`config.mk`:
```
export PLATFORM = sky130hd
export DESIGN_NAME = dpu_alu
export DESIGN_NICKNAME = d
export VERILOG_FILES = /design/src/rtl/dpu_pkg.sv /design/src/rtl/dpu_imm_rot.sv /design/src/rtl/dpu_addsub.sv /design/src/rtl/dpu_logic.sv /design/src/rtl/dpu_alu.sv
export SDC_FILE = /design/constraint.sdc
export NUM_CORES = 1
export LEC_CHECK = 0
export ABC_AREA = 1
export BUFFER_PORTS_ARGS = -buffer_cell sky130_fd_sc_hd__buf_2
export CAP_MARGIN = 20
export CORE_MARGIN = 2
export CORE_UTILIZATION = 30
export DETAILED_ROUTE_END_ITERATION = 16
export GPL_ROUTABILITY_DRIVEN = 0
export PLACE_DENSITY = 0.53
export SYNTH_ARGS = -nofsm -noshare
export SYNTH_HDL_FRONTEND = slang
export SYNTH_SLANG_ARGS = --single-unit
```
`constraint.sdc`:
```
create_clock -name clk -period 4.25 [get_ports clk]
set_clock_uncertainty 0.1 [all_clocks]
set_input_delay 0.6375 -clock clk [delete_from_list [all_inputs] [get_ports clk]]
set_output_delay 0.6375 -clock clk [all_outputs]
set_load 0.01 [all_outputs]
```
`src/rtl/dpu_pkg.sv`:
```
// Shared types and field positions for the data-processing ALU.
// Assumes a 32-bit instruction word with fixed field positions.
package dpu_pkg;

    localparam int INSTR_W  = 32;
    localparam int OPC_LSB  = 21;
    localparam int OPC_W    = 4;
    localparam int SETF_BIT = 20;
    localparam int IMMS_BIT = 25;
    localparam int DST_LSB  = 12;
    localparam int DST_W    = 4;
    localparam int IMM_W    = 8;
    localparam int ROT_LSB  = 8;
    localparam int ROT_W    = 4;

    typedef enum logic [OPC_W-1:0] {
        OP_AND = 4'd0,  OP_EOR = 4'd1,  OP_SUB = 4'd2,  OP_RSB = 4'd3,
        OP_ADD = 4'd4,  OP_ADC = 4'd5,  OP_SBC = 4'd6,  OP_RSC = 4'd7,
        OP_TST = 4'd8,  OP_TEQ = 4'd9,  OP_CMP = 4'd10, OP_CMN = 4'd11,
        OP_ORR = 4'd12, OP_MOV = 4'd13, OP_BIC = 4'd14, OP_MVN = 4'd15
    } dp_op_e;

    typedef struct packed {
        logic n;
        logic z;
        logic c;
        logic v;
    } dp_flags_t;

    // True for the add/subtract family (flags take arithmetic C and V).
    function automatic logic op_is_arith(input dp_op_e op);
        return (op inside {OP_SUB, OP_RSB, OP_ADD, OP_ADC, OP_SBC, OP_RSC, OP_CMP, OP_CMN});
    endfunction

    // True for compare/test codes, which never write the destination.
    function automatic logic op_is_cmp(input dp_op_e op);
        return (op inside {OP_TST, OP_TEQ, OP_CMP, OP_CMN});
    endfunction

endpackage

```
`src/rtl/dpu_imm_rot.sv`:
```
// Immediate operand builder: zero-extends an IMM_W constant and rotates it
// right by twice the ROT_W rotate field, one conditional stage per bit.
// Assumes 2 << (ROT_W-1) is smaller than DATA_W.
module dpu_imm_rot #(
    parameter int DATA_W = 32,
    parameter int IMM_W  = 8,
    parameter int ROT_W  = 4
) (
    input  logic [IMM_W-1:0]  imm,
    input  logic [ROT_W-1:0]  rot,
    output logic [DATA_W-1:0] value
);
    logic [DATA_W-1:0] stage [ROT_W+1];

    assign stage[0] = {{(DATA_W-IMM_W){1'b0}}, imm};

    for (genvar k = 0; k < ROT_W; k++) begin : g_stage
        localparam int AMT = 2 << k;
        // Each stage rotates by 2^(k+1) when its rotate bit is set.
        assign stage[k+1] = rot[k] ? {stage[k][AMT-1:0], stage[k][DATA_W-1:AMT]}
                                   : stage[k];
    end

    assign value = stage[ROT_W];
endmodule

```
`src/rtl/dpu_addsub.sv`:
```
// Shared adder for the arithmetic codes: sum = x + (inv_y ? ~y : y) + cin.
// Carry is the adder carry-out (not-borrow for subtraction); overflow is
// the two's-complement overflow of the same addition.
module dpu_addsub #(
    parameter int DATA_W = 32
) (
    input  logic [DATA_W-1:0] x,
    input  logic [DATA_W-1:0] y,
    input  logic              inv_y,
    input  logic              cin,
    output logic [DATA_W-1:0] sum,
    output logic              carry,
    output logic              ovf
);
    localparam int MSB = DATA_W - 1;
    logic [DATA_W-1:0] y_eff;

    // One wide add produces both the sum and its carry-out.
    always_comb begin
        y_eff          = inv_y ? ~y : y;
        {carry, sum}   = {1'b0, x} + {1'b0, y_eff} + {{DATA_W{1'b0}}, cin};
        ovf            = (x[MSB] == y_eff[MSB]) && (sum[MSB] != x[MSB]);
    end
endmodule

```
`src/rtl/dpu_logic.sv`:
```
// Bitwise unit for the non-arithmetic codes; arithmetic codes give zero.
module dpu_logic #(
    parameter int DATA_W = 32
) (
    input  dpu_pkg::dp_op_e   op,
    input  logic [DATA_W-1:0] a,
    input  logic [DATA_W-1:0] b,
    output logic [DATA_W-1:0] y
);
    import dpu_pkg::*;

    // Select the bitwise function named by the operation code.
    always_comb begin
        unique case (op)
            OP_AND, OP_TST: y = a & b;
            OP_EOR, OP_TEQ: y = a ^ b;
            OP_ORR:         y = a | b;
            OP_MOV:         y = b;
            OP_BIC:         y = a & ~b;
            OP_MVN:         y = ~b;
            default:        y = '0;
        endcase
    end
endmodule

```
`src/rtl/dpu_alu.sv`:
```
// Data-processing ALU top: operand-2 selection, add/sub and bitwise units,
// flag rules by operation class and status-restore detection, registered
// with one cycle of latency. Assumes flags are ordered {N,Z,C,V}.
module dpu_alu #(
    parameter int DATA_W = 32
) (
    input  logic                         clk,
    input  logic                         rst_n,
    input  logic                         op_valid,
    input  logic [dpu_pkg::INSTR_W-1:0]  instr,
    input  logic [DATA_W-1:0]            opnd_a,
    input  logic [DATA_W-1:0]            shift_val,
    input  logic                         shift_carry,
    input  logic [3:0]                   flags_in,
    output logic                         res_valid,
    output logic [DATA_W-1:0]            res_data,
    output logic                         res_we,
    output logic [3:0]                   flags_out,
    output logic                         restore_req
);
    import dpu_pkg::*;

    localparam int MSB = DATA_W - 1;

    dp_op_e            op;
    dp_flags_t         fin, fnext;
    logic              set_f, imm_sel, dst_pc, is_arith, is_cmp, do_restore;
    logic [DATA_W-1:0] imm_val, op2, ax, ay, sum, lval, value;
    logic              sh_c, inv_y, cin, a_carry, a_ovf;
    logic              unused_fields;

    assign unused_fields = ^{instr[INSTR_W-1:IMMS_BIT+1], instr[DST_LSB+DST_W+3:DST_LSB+DST_W]};

    assign op       = dp_op_e'(instr[OPC_LSB +: OPC_W]);
    assign set_f    = instr[SETF_BIT];
    assign imm_sel  = instr[IMMS_BIT];
    assign dst_pc   = &instr[DST_LSB +: DST_W];
    assign fin      = dp_flags_t'(flags_in);
    assign is_arith = op_is_arith(op);
    assign is_cmp   = op_is_cmp(op);

    dpu_imm_rot #(.DATA_W(DATA_W), .IMM_W(IMM_W), .ROT_W(ROT_W)) u_rot (
        .imm   (instr[IMM_W-1:0]),
        .rot   (instr[ROT_LSB +: ROT_W]),
        .value (imm_val)
    );

    // Operand 2 and its carry come from the rotator or the external shifter.
    always_comb begin
        op2  = imm_sel ? imm_val : shift_val;
        sh_c = imm_sel ? fin.c   : shift_carry;
    end

    // Map each arithmetic code onto the shared adder's operands and carry-in.
    always_comb begin
        ax = opnd_a; ay = op2; inv_y = 1'b0; cin = 1'b0;
        unique case (op)
            OP_SUB, OP_CMP: begin inv_y = 1'b1; cin = 1'b1; end
            OP_RSB:         begin ax = op2; ay = opnd_a; inv_y = 1'b1; cin = 1'b1; end
            OP_ADC:         cin = fin.c;
            OP_SBC:         begin inv_y = 1'b1; cin = fin.c; end
            OP_RSC:         begin ax = op2; ay = opnd_a; inv_y = 1'b1; cin = fin.c; end
            default:        ;
        endcase
    end

    dpu_addsub #(.DATA_W(DATA_W)) u_add (
        .x(ax), .y(ay), .inv_y(inv_y), .cin(cin),
        .sum(sum), .carry(a_carry), .ovf(a_ovf)
    );

    dpu_logic #(.DATA_W(DATA_W)) u_log (
        .op(op), .a(opnd_a), .b(op2), .y(lval)
    );

    // Pick the value and build the next flags by operation class.
    always_comb begin
        value      = is_arith ? sum : lval;
        do_restore = set_f && dst_pc && !is_cmp;
        fnext      = fin;
        if (set_f && !do_restore) begin
            fnext.n = value[MSB];
            fnext.z = (value == '0);
            fnext.c = is_arith ? a_carry : sh_c;
            fnext.v = is_arith ? a_ovf   : fin.v;
        end
    end

    // Result register stage with synchronous active-low reset.
    always_ff @(posedge clk) begin
        if (!rst_n) begin
            res_valid   <= 1'b0;
            res_data    <= '0;
            res_we      <= 1'b0;
            flags_out   <= '0;
            restore_req <= 1'b0;
        end else begin
            res_valid   <= op_valid;
            res_we      <= op_valid && !is_cmp;
            restore_req <= op_valid && do_restore;
            if (op_valid) begin
                res_data  <= value;
                flags_out <= fnext;
            end
        end
    end

    // Compare/test codes must not produce a register write.
    assert_cmp_no_write_R3: assert property (@(posedge clk) disable iff (!rst_n)
        (op_valid && instr[24:23] == 2'b10) |=> !res_we);

    // Without set-flags the flags pass through unchanged.
    assert_flags_hold_R8: assert property (@(posedge clk) disable iff (!rst_n)
        (op_valid && !instr[SETF_BIT]) |=> (flags_out == $past(flags_in)));

    // N and Z follow the presented value whenever flags are updated.
    assert_nz_track_R4: assert property (@(posedge clk) disable iff (!rst_n)
        (op_valid && instr[SETF_BIT] && !(dst_pc && !is_cmp))
        |=> (flags_out[3] == res_data[MSB] && flags_out[2] == (res_data == '0)));

    // Bitwise codes keep V when flags are updated.
    assert_logic_keeps_v_R6: assert property (@(posedge clk) disable iff (!rst_n)
        (op_valid && instr[SETF_BIT] && !is_arith && !dst_pc)
        |=> (flags_out[0] == $past(flags_in[0])));

    // Restore request replaces the flag update.
    assert_restore_R9: assert property (@(posedge clk) disable iff (!rst_n)
        (op_valid && instr[SETF_BIT] && dst_pc && !is_cmp)
        |=> (restore_req && flags_out == $past(flags_in)));

    // An idle cycle yields no valid, no write and no restore.
    assert_idle_quiet_R10: assert property (@(posedge clk) disable iff (!rst_n)
        !op_valid |=> (!res_valid && !res_we && !restore_req));

    // Write and restore only accompany a valid result.
    assert_strobes_need_valid_R10: assert property (@(posedge clk) disable iff (!rst_n)
        (res_we || restore_req) |-> res_valid);
endmodule

```
-- Yosys cells after proc, flatten, opt, wreduce, memory -nomap -nowiden
Index checks and enable logic that the tools add are counted.
- register bits after elaboration: 39
- bits in latches: 0
- memory bits (writable): 0
- bits in read-only memories: 0
- output and inout port bits: 39
- memories: 0
- add/sub/neg operators: 2
- multipliers: 0
- div/mod/pow operators: 0
- magnitude comparators: 0
- eq/ne operators: 17
- shifts and indexed selects: 0
- multiplexer cells: 16
- bitwise gates (word level): 6
- reductions and logical operators: 19
- operator list (kind ; count):
    2-to-1 mux 32 bit ; 9
    one-hot mux 32 bit (6 select lines) ; 1
    bitwise AND 32 bit ; 2
    inverter 32 bit ; 2
    adder 32 x 32 -> 33 bit ; 1
    adder 33 x 1 -> 33 bit ; 1
    equality test 4 bit (second input constant) ; 8
    logical NOT 32 bit ; 1
    OR 32 bit ; 1
    XOR 32 bit ; 1
    equality test 4 x 3 -> 1 bit (second input constant) ; 4
    equality test 4 x 2 -> 1 bit (second input constant) ; 2
    nonzero test 8 bit ; 1
    logical AND 1 bit ; 6
    OR reduction 2 bit ; 3
    OR reduction 3 bit ; 2
    OR reduction 5 bit ; 1
    equality test 4 x 1 -> 1 bit (second input constant) ; 1
    logical NOT 4 bit ; 1
    2-to-1 mux 1 bit ; 4
    2-to-1 mux 4 bit ; 1
    AND reduction 4 bit ; 1
    nonzero test 4 bit ; 1
    logical NOT 1 bit ; 2
    3 further kinds ; 3

-- Logic depth before layout (Yosys ltp)
Gate-level depths: netlist of the first run.
- word-level depth: 14
- depth in mapped cells: 30

-- Hierarchy
From an unflattened synthesis of the first run, not the netlist that was laid out.
- cells, all modules: 1725
- area, all modules: 9133.8 µm²
- by module, submodules not included (module ; instances ; cells an instance ; area an instance (µm²)):
    dpu_alu ; 1 ; 568 ; 3294.4
    dpu_logic ; 1 ; 557 ; 2635.0
    dpu_addsub ; 1 ; 474 ; 2606.2
    dpu_imm_rot ; 1 ; 126 ; 598.1

-- Least setup slack after synthesis of the first run
Ideal clock, no wire load.
- path type: input port to flip-flop
- start point: in instr[21] (netlist name)
- end point: reg flags_out[2]
- arrival: 3.809 ns
- required time: 4.080 ns
- slack: 0.271 ns
- cell stages on the path: 26
- cells stage by stage: buf_4 -> inv_2 -> nor3_1 -> buf_2 -> buf_1 -> nand2_1 -> o21ai_0 -> xor2_1 -> fa_1 -> inv_1 -> fa_1 -> nand3_1 -> nand3_1 -> nand2_1 -> nand3_1 -> nand2_1 -> nand2_1 -> nand2_1 -> nand3_1 -> nand2_1 -> inv_1 -> nor2_1 -> nand2_1 -> nor2_1 -> nand4_1 -> a21oi_1
- cells in the longest elaborated chain, start to end: 10
- elaborated cells between the ends (all ways): 40
- those cells by class: add/sub: 2; eq/ne: 15; mux: 8; bitwise: 1; reduce/logical: 14
- ends and longest elaborated chain (what ; RTL line ; source):
    start, declared ; dpu_alu.sv:10 ; input logic [dpu_pkg::INSTR_W-1:0] instr,
    equality test 4 x 2 -> 1 bit or equality test 4 x 3 -> 1 bit (tied branches) ; dpu_pkg.sv:32, dpu_alu.sv:57 ;
    OR reduction 2 bit (no line) ; -- ;
    2-to-1 mux 32 bit ; dpu_alu.sv:57 ; unique case (op)
    inverter 32 bit ; dpu_addsub.sv:20 ; y_eff = inv_y ? ~y : y;
    2-to-1 mux 32 bit ; dpu_addsub.sv:20 ;
    adder 32 x 32 -> 33 bit ; dpu_addsub.sv:21 ; {carry, sum} = {1'b0, x} + {1'b0, y_eff} + {{DATA_W{1'b0}}, cin};
    adder 33 x 1 -> 33 bit ; dpu_addsub.sv:21 ;
    2-to-1 mux 32 bit ; dpu_alu.sv:78 ; value = is_arith ? sum : lval;
    logical NOT 32 bit ; dpu_alu.sv:83 ; fnext.z = (value == '0);
    2-to-1 mux 4 bit * ; dpu_alu.sv:81 ; if (set_f && !do_restore) begin
    end signal, assigned ; dpu_alu.sv:103 ; flags_out <= fnext;
    end, declared ; dpu_alu.sv:18 ; output logic [3:0] flags_out,
Mark *: on every way between the ends. The rest lies on a longest branch, timed or not.
A chain may end at the register's enable or synchronous reset.

-- Final worst setup path of the first run
- start point: in instr[8] (netlist name)
- end point: reg flags_out[2]
- cells in the longest elaborated chain, start to end: 13
- elaborated cells between the ends (all ways): 20
- those cells by class: add/sub: 2; mux: 11; bitwise: 6; reduce/logical: 1
- ends and longest elaborated chain (what ; RTL line ; source):
    2-to-1 mux 32 bit * (4 in series) ; dpu_imm_rot.sv:20 ; assign stage[k+1] = rot[k] ? {stage[k][AMT-1:0], stage[k][DATA_W-1:AMT]}
    2-to-1 mux 32 bit * ; dpu_alu.sv:50 ; op2 = imm_sel ? imm_val : shift_val;
    2-to-1 mux 32 bit ; dpu_alu.sv:57 ;
    inverter 32 bit ; dpu_addsub.sv:20 ;
    2-to-1 mux 32 bit ; dpu_addsub.sv:20 ;
    adder 32 x 32 -> 33 bit ; dpu_addsub.sv:21 ;
    adder 33 x 1 -> 33 bit ; dpu_addsub.sv:21 ;
    2-to-1 mux 32 bit * ; dpu_alu.sv:78 ;
    logical NOT 32 bit * ; dpu_alu.sv:83 ;
    2-to-1 mux 4 bit * ; dpu_alu.sv:81 ;
Marked as above.

==> out/qor.csv, run 1 <==
metric,value,unit
PD cells,276,nW/µm²
Worst EP arrival,4.04,ns
Most common cell on crit path,nand2_1,
die height,171,µm
Fin Hold WS,0.366,ns
Post-synth EDFFs,0,
Avg Synthesized Cell Area,5.28,µm²
DR iter-0 viols,861,
CTS Buf Count,5,
clk root buf,clkbuf_16,
Total GRT Usage,0.237,
row count,61,
setup bufs post-CTS,0,
CTS Sinks,39,
Worst Hold Class,flop to flop,
total of max-cap violations,0,
Post-Syn Instances,1588,
Routed WL,34.3,mm
final-report setup violation count,0,
total core area,27600,µm²
worst hold stages,2,
worst-margin pin slew,1.06,ns
worst min-delay path endpoint,flags_out[3],
net count reported at finish,1982,
async set or reset register ratio after synthesis,0,
leading area contributor after synthesis,nand2_1,
total grt overflow,0,
fill count,3206,
TritonCTS clock tree,done,
final period demand of the worst path,3.92,ns
initial core utilization,0.303,
FF-to-FF path depth,2,
crit path max fanout,9,
"slowest stage delay, CP",0.38,ns
Synth area leaders,"nand2_1 (24%), inv_1 (9.9%), ha_1 (9.4%)",
Crit path required time,4.37,ns
PnR Total Power,2.93,mW
Final Slew Violations,0,
"count leader, synth",nand2_1,
Final Hold Viols,0,
Via Count,10614,
largest net degree at the start of global routing,34,
Commonest cells post-synth,"nand2_1 (530), inv_1 (220), nor2_1 (148)",
"CTS clk-pin slew, worst paths",0.06,ns
Pleak,5.94,nW
number of global-route vias before repair,9999,
mapped cell area,8380,µm²
initial antenna violation count,0,
I/O Buffers,132,
Die ar.,29300,µm²
status,"complete, no violations",
dpl hpwl,28.8,mm
Worst Setup Path Type,input port to flop,
Fmax achieved,255,MHz
drc violations,0,
first-pass GRT wire length,53.8,mm
clk buf depth,2,
top_reg_cell synth,dfxtp_1,
r2r endpoint,res_data[7],
cts hold-fix bufs,0,
H-tree depth reported by CTS,2,
"Slowest-stage cell, CP",ha_2,
vias per inst,4.84,
Antenna diodes,0,
Hold Startpoint,flags_out[3],
clock latency on the worst-skew pair,0.28,ns
Boundary Pins,143,
area delta synth->final,26.6,%
CP Capture Type,flop,
layout cells sized above 1,0.211,
sequential-to-total area share from yosys stat,0.0932,
maximum vdd drop,0.144,mV
average wire per standard cell,15.7,µm
Yosys cell types,45,
crit path launch type,input port,
R2R setup slack,3.45,ns
R2R Path Start,res_data[7],
max_slew headroom,0.293,
area share of the largest cell type after synthesis,0.237,
Ys Warns,0,
Die W,171,µm
flop and latch count out of synthesis,39,
remaining antenna violation count,0,
syn_nets,1757,
total iterations of the first detailed-routing run,6,
part of the cycle the worst path needs,0.923,
worst max-delay path: cells and delay by family:
kind / cells / cell delay, ns
xor gates and xnor gates: 1 / 0.28
and+or+nand+nor: 20 / 1.79
adders and majority gates: 1 / 0.38
AOI/OAI and AO/OA: 2 / 0.32
buffers and inverters: 7 / 0.64
layout by cell type (no fill, tap or decap), types with 3 or more instances in the layout:
| cell type | Yosys | final |
|---|---|---|
| ha_1 | 63 | 58 |
| nor2_2 | 6 | 11 |
| or2_2 | 8 | 8 |
| nand2_2 | 17 | 26 |
| nor3_1 | 6 | 4 |
| nand3_2 | 4 | 5 |
| nand2_1 | 530 | 521 |
| nand3b_1 | 7 | 7 |
| inv_2 | 10 | 11 |
| ha_2 | 0 | 5 |
| buf_2 | 22 | 132 |
| nand4_1 | 25 | 25 |
| dfxtp_1 | 39 | 39 |
| and2_1 | 5 | 5 |
| o21ai_1 | 8 | 14 |
| a31oi_1 | 4 | 4 |
| clkbuf_16 | 0 | 5 |
| o21bai_1 | 4 | 4 |
| o211ai_1 | 9 | 9 |
| inv_1 | 220 | 219 |
| a21oi_1 | 74 | 70 |
| xor2_1 | 33 | 33 |
| a21oi_2 | 6 | 10 |
| buf_4 | 5 | 143 |
| nand4_4 | 3 | 3 |
| buf_12 | 0 | 3 |
| nor2_4 | 2 | 3 |
| o21ai_0 | 133 | 124 |
| nor2_1 | 148 | 142 |
| a211oi_1 | 6 | 6 |
| o21ai_2 | 1 | 4 |
| nand3_1 | 137 | 136 |
power by group:
group	switching, mW	internal [mW]	total, mW
logic	1.22	0.801	2.02
clock network	0.148	0.337	0.485
registers	0.0186	0.404	0.423
total	1.39	1.54	2.93
final cells by class:
type | count | area, µm² | share of cell area
clock buffer | 6 | 129 | 0.0121
clock inverter | 2 | 60.1 | 0.00566
inverter | 233 | 880 | 0.0829
multi-input combinational | 1255 | 6480 | 0.611
sequential | 39 | 781 | 0.0736
tap | 378 | 473 | 0.0446
timing repair buffer | 279 | 1810 | 0.170
stage by stage:
stage / setup WS (ns) / util / std cells / setup TNS (ns) / instance area (µm²)
2_1_floorplan: 0.271 / - / 1588 / 0 / 8380
3_3_place_gp: -0.104 / 0.374 / 2184 / -0.104 / 10300
3_5_place_dp: -0.164 / 0.374 / 2184 / -0.164 / 10300
4_1_cts: 0.133 / 0.380 / 2192 / 0 / 10500
5_1_grt: -0.0000906 / 0.384 / 2192 / -0.0000906 / 10600
6_report: 0.328 / 0.384 / 2192 / 0 / 10600
worst max-delay path by stage:
| stage | from | to | slack [ns] | cells after the start |
|---|---|---|---|---|
| global placement | instr[8] | flags_out[2] | -0.10 | 28 |
| CTS | instr[8] | flags_out[2] | 0.13 | 27 |
| global route | instr[8] | flags_out[2] | -0.00009 | 28 |
| detailed placement | instr[8] | flags_out[2] | -0.16 | 27 |
| floorplan | instr[21] | flags_out[2] | 0.27 | 26 |
| finish | instr[8] | flags_out[2] | 0.33 | 31 |
repair_timing:
action,4_1_cts,5_1_grt
endpoints found under the hold margin,0,0
resized for setup,0,42
setup endpoints to repair,0,2
logic make-up (layout without fill, tap and decap cells):
logic type,count (synthesis),after routing,synth area share
simple gates,901,901,0.461
buf+inv,294,520,0.145
compound gates,256,256,0.167
flops,39,39,0.0932
xor+xnor,33,33,0.0345
fa+ha+maj,65,65,0.0989
state kept, by name, indices dropped and copies added (netlist names):
name and count:
flags_out 4, res_we 1, restore_req 1, res_data 32, res_valid 1
per-layer routing:
metal	global-route usage	routed length, µm	share of wire
met1	0.310	15300	0.45
met5	0	0	0
met3	0.0220	1660	0.048
met4	0.0884	1460	0.042
met2	0.402	15900	0.46
Power figures use the tool's default switching activity.
==> run 2: changes to the inputs <==
--- a/config.mk
+++ b/config.mk
@@ -15,4 +15,6 @@
 export PLACE_DENSITY = 0.53
 export SYNTH_ARGS = -nofsm -noshare
 export SYNTH_HDL_FRONTEND = slang
+export SYNTH_HIERARCHICAL = 1
 export SYNTH_SLANG_ARGS = --single-unit
+export TNS_END_PERCENT = 5
==> out/qor.csv, run 2 <==
metric,value,unit
vias per inst,4.88,
final core occ,0.381,
uppermost layer routed,met4,
net count reported at finish,2087,
layout cells sized above 1,0.217,
Routed WL,35.7,mm
Pleak,6.58,nW
FF-to-FF path depth,4,
CTS Buf Count,5,
worst-margin pin slew,0.774,ns
DR iter-0 viols,854,
clk root buf,clkbuf_16,
max reg flops,32,
Boundary Pins,143,
Ys Warns,6,
clock latency on the worst-skew pair,0.28,ns
CTS Sinks,39,
crit path launch type,input port,
met3 WL,1.94,mm
Worst Setup Path Type,input port to flop,
Final Worst Setup Slack,0.199,ns
Die ar.,31900,µm²
"CTS clk-pin slew, worst paths",0.05,ns
Place WS,-0.323,ns
Regs by FF count,"res_data: 32 flops, flags_out: 4 flops",
Post-synth EDFFs,0,
sequential-to-total area share from yosys stat,0.0855,
final instance area,11300,µm²
placed cells,2293,
Via Count,11260,
top_reg_cell synth,dfxtp_1,
"count leader, synth",nand2_1,
flop and latch count out of synthesis,39,
TritonCTS clock tree,done,
row count,63,
number of global-route vias before repair,10312,
remaining antenna violation count,0,
first-pass GRT wire length,55.8,mm
clk buf depth,2,
Most common cell on crit path,nand2_1,
Fmax achieved,247,MHz
leading area contributor after synthesis,nand2_1,
Fin Hold WS,0.376,ns
average wire per standard cell,15.5,µm
total of max-cap violations,0,
Worst EP arrival,4.17,ns
Post-Route M1 WL,16.3,mm
Total GRT Usage,0.221,
R2R Path Start,res_data[4],
cts hold-fix bufs,0,
Antenna diodes,0,
Post-Syn Instances,1725,
final period demand of the worst path,4.05,ns
worst min-delay path endpoint,flags_out[0],
Yosys cell types,39,
r2r endpoint,res_data[4],
most frequent cells in the layout,"nand2_1 (635), inv_1 (225), nor2_1 (151)",
mapped cell area,9130,µm²
status,"complete, no violations",
die height,178,µm
final-report setup violation count,0,
"Slowest-stage cell, CP",fa_2,
maximum vdd drop,0.149,mV
initial antenna violation count,0,
total core area,29800,µm²
worst hold stages,2,
Non-Filler Instances,2309,
I/O Buffers,132,
"slowest stage delay, CP",0.42,ns
async set or reset register ratio after synthesis,0,
Crit path required time,4.37,ns
drc violations,0,
Final Hold Viols,0,
CP Capture Type,flop,
H-tree depth reported by CTS,2,
Commonest cells post-synth,"nand2_1 (651), inv_1 (226), nor2_1 (157)",
Die W,178,µm
part of the cycle the worst path needs,0.953,
total iterations of the first detailed-routing run,5,
initial core utilization,0.307,
Fin Setup TNS,0,ns
Synth area leaders,"nand2_1 (27%), inv_1 (9.3%), ha_1 (8.6%)",
dpl hpwl,28.4,mm
routed length on met2,16.5,mm
crit path max fanout,4,
PD cells,259,nW/µm²
"commonest non-fill, non-tap cell in the layout",nand2_1,
area share of the largest cell type after synthesis,0.268,
largest net degree at the start of global routing,65,
Top reg by flops,res_data,
Final Slew Violations,0,
Avg Synthesized Cell Area,5.29,µm²
area delta synth->final,24.1,%
R2R setup slack,3.43,ns
max_slew headroom,0.482,
syn_nets,1894,
PnR Total Power,2.93,mW
total grt overflow,0,
DP Area,10900,µm²
Worst Hold Class,flop to flop,
Hold Startpoint,flags_out[0],
[run 2: changes by cell type in the layout (fill, tap and decap cells not counted), sizes merged, moves of 14 or more]
cell | previous run | this run
xor2 | 33 | 47
nand2 | 548 | 674
mux2 | 0 | 32
nand3 | 141 | 89
o21ai | 142 | 116
nand3b | 7 | 42
[run 2: critical path, delay by kind of cell]
| family | cells | cell delay, ns |
|---|---|---|
| fa+ha+maj | 2 | 0.82 |
| xor+xnor | 1 | 0.16 |
| mux | 1 | 0.29 |
| compound gates | 2 | 0.22 |
| buf+inv | 2 | 0.22 |
| simple gates | 20 | 1.79 |
[run 2: power by group]
group	internal (mW)	switching, mW
combinational	0.826	1.25
sequential	0.402	0.0192
clock	0.292	0.143
total	1.52	1.41
[run 2: cell families (layout without fill, tap and decap cells)]
logic type               after synthesis  count (layout)  share of synthesized area
AND/OR/NAND/NOR                     1006            1006                      0.466
buffers and inverters                316             510                      0.144
AO/OA/AOI/OAI                        216             216                      0.126
adder cells (fa/ha/maj)               65              65                     0.0907
XOR/XNOR                              51              51                     0.0489
flip-flops                            39              39                     0.0855
multiplexers                          32              32                     0.0395
[run 2: routing by layer]
layer | GRT usage | up-vias
li1 | - | 5789
met1 | 0.299 | 5043
met2 | 0.382 | 378
met3 | 0.0149 | 50
met5 | 0 | -
met4 | 0.0518 | 0
[run 2: worst max-delay path by stage]
stage / slack (ns) / end / cells past startpoint / startpoint
finish: 0.20 / flags_out[2] / 28 / instr[8]
detailed placement: -0.32 / flags_out[2] / 31 / instr[8]
floorplan: 0.22 / flags_out[2] / 27 / instr[25]
CTS: 0.03 / flags_out[2] / 31 / instr[8]
global placement: -0.21 / flags_out[2] / 31 / instr[8]
global route: -0.01 / flags_out[2] / 26 / instr[8]
[run 2: layout make-up]
type | instances | area, µm²
Multi-Input combinational cell | 1370 | 7290
Tap cell | 390 | 488
Inverter | 236 | 893
Sequential cell | 39 | 781
Clock buffer | 6 | 139
Timing Repair Buffer | 266 | 1710
Fill cell | 3354 | 18500
Clock inverter | 2 | 35.0
[run 2: repair_timing]
item,CTS,global route
pin swaps,0,21
gates resized for setup,1,75
endpoints found under the hold margin,0,0
cloned,0,0
setup buffers,0,8
endpoints found under the setup margin,1,11
==> run 3: changes to the inputs <==
--- a/config.mk
+++ b/config.mk
@@ -12,7 +12,6 @@
 export CORE_UTILIZATION = 30
 export DETAILED_ROUTE_END_ITERATION = 16
 export GPL_ROUTABILITY_DRIVEN = 0
-export PLACE_DENSITY = 0.53
 export SYNTH_ARGS = -nofsm -noshare
 export SYNTH_HDL_FRONTEND = slang
 export SYNTH_HIERARCHICAL = 1
==> constraint.sdc (replaced) <==
create_clock -name clk -period 3.6 [get_ports clk]
set_clock_uncertainty 0.1 [all_clocks]
set_input_delay 0.54 -clock clk [delete_from_list [all_inputs] [get_ports clk]]
set_output_delay 0.54 -clock clk [all_outputs]
set_load 0.01 [all_outputs]
==> out/qor.csv, run 3 (synthesis gave the netlist of run 2 again) <==
metric,value,unit
H-tree depth reported by CTS,2,
Seq pwr share,0.128,
CP startpoint,instr[2],
maximum vdd drop,0.210,mV
CP Capture Type,flop,
Comb pwr share,0.742,
first-pass GRT wire length,57.3,mm
unrepaired setup endpoints after global routing,yes,
worst-margin pin slew,1.17,ns
Pint,2.07,mW
Clock power frac,0.130,
Worst EP arrival,3.79,ns
Routed WL,37.1,mm
I/O Buffers,132,
row count,63,
final period demand of the worst path,3.66,ns
Boundary Pins,143,
most frequent cells in the layout,"nand2_1 (598), buf_4 (224), inv_1 (221)",
total iterations of the first detailed-routing run,5,
number of global-route vias before repair,11128,
total of max-cap violations,0,
Final Worst Setup Slack,-0.0637,ns
die height,178,µm
CP endpoint,flags_out[2],
Die W,178,µm
Die ar.,31900,µm²
"CTS clk-pin slew, worst paths",0.06,ns
PD cells,307,nW/µm²
"slowest stage delay, CP",0.34,ns
"commonest non-fill, non-tap cell in the layout",nand2_1,
initial antenna violation count,4,
Fmax achieved,273,MHz
area delta synth->final,38.2,%
Most common cell on crit path,nand2_1,
Worst Setup Path Type,input port to flop,
initial core utilization,0.307,
layout cells sized above 1,0.300,
met3 Track Usage GR,0.0266,
Top reg by flops,res_data,
Total GRT Usage,0.228,
Switching Power,1.82,mW
R2R Path Start,res_data[4],
final core occ,0.424,
CTS Sinks,39,
Multi-input gate area,7700,µm²
Crit path required time,3.72,ns
FF/Latch Area,781,µm²
vias per inst,4.90,
final-report setup violation count,2,
largest net degree at the start of global routing,53,
drc violations,0,
met2 Use GR,0.385,
busiest grt layer,met2,
Regs by FF count,"res_data: 32 flops, flags_out: 4 flops",
"Slowest-stage cell, CP",ha_1,
DR iter-0 viols,880,
total core area,29800,µm²
average wire per standard cell,15.4,µm
TritonCTS clock tree,done,
clk root buf,clkbuf_16,
r2r endpoint,res_data[4],
crit path launch type,input port,
max reg flops,32,
Final Slew Violations,0,
total grt overflow,0,
dpl hpwl,29.3,mm
met1 Usage GRT,0.285,
failing checks,negative setup slack,
Worst Hold Class,flop to flop,
PnR Total Power,3.88,mW
status,finished with violations,
part of the cycle the worst path needs,1.02,
Pleak,7.22,nW
Sw Share,0.468,
cts hold-fix bufs,0,
crit path max fanout,3,
clock latency on the worst-skew pair,0.28,ns
clk buf depth,2,
R2R setup slack,2.76,ns
DP Area,11600,µm²
Final Hold Viols,0,
remaining antenna violation count,0,
CTS Buf Count,5,
net count reported at finish,2188,
final instance area,12600,µm²
fill count,3172,
Via Count,11836,
max_slew headroom,0.217,
FF-to-FF path depth,4,
-- run 3: routing by layer --
metal | routed length [µm] | part of all wire
met1 | 15800 | 0.43
met2 | 16900 | 0.46
met3 | 2350 | 0.063
met4 | 1980 | 0.053
met5 | 0 | 0
-- run 3: layout make-up --
cell class | instances | area share
Antenna cell | 4 | 0.000793
Clock buffer | 5 | 0.00991
Clock inverter | 3 | 0.00347
Inverter | 236 | 0.0718
Multi-Input combinational cell | 1370 | 0.610
Sequential cell | 39 | 0.0619
Tap cell | 390 | 0.0387
Timing Repair Buffer | 367 | 0.203
-- run 3: timing repair --
item / 4_1_cts / 5_1_grt
pin swaps: 43 / 51
setup endpoints to repair: 19 / 27
resized for setup: 89 / 126
setup buffers: 19 / 10
gates cloned: 0 / 0
-- run 3: power by group through the flow --
stage / Combinational [mW] / Sequential, mW / Clock [mW]
CTS: 2.63 / 0.495 / 0.515
global route: 3.15 / 0.499 / 0.529
global placement: 2.44 / 0.503 / 0
finish: 2.88 / 0.495 / 0.506
floorplan: 1.39 / 0.523 / 0
detailed placement: 2.46 / 0.504 / 0
-- run 3: per-stage QoR --
stage          std cells  TNS [ns]  hold slack, ns  setup WS (ns)
6_report            2414    -0.103           0.370        -0.0637
5_1_grt             2412     -2.33           0.383         -0.298
4_1_cts             2400  -0.00932           0.374       -0.00932
3_5_place_dp        2373     -9.64           0.363         -0.586
3_3_place_gp        2373     -7.73           0.359         -0.555
2_1_floorplan       1725    -0.101           0.388         -0.101
-- run 3: worst min path at each step --
| stage | startpoint | endpoint | slack (ns) | cells past startpoint |
|---|---|---|---|---|
| global placement | flags_out[0] | flags_out[0] | 0.36 | 2 |
| finish | flags_out[0] | flags_out[0] | 0.37 | 2 |
| global route | flags_out[0] | flags_out[0] | 0.38 | 2 |
| detailed placement | res_data[31] | res_data[31] | 0.36 | 2 |
| floorplan | flags_out[0] | flags_out[0] | 0.39 | 2 |
| CTS | flags_out[0] | flags_out[0] | 0.37 | 2 |
-- run 3: critical path, delay by kind of cell --
family | cells | cell delay [ns]
AO/OA/AOI/OAI | 3 | 0.33
XOR/XNOR | 2 | 0.38
adder cells (fa/ha/maj) | 1 | 0.34
buffers and inverters | 3 | 0.31
multiplexers | 1 | 0.29
AND/OR/NAND/NOR | 21 | 1.57
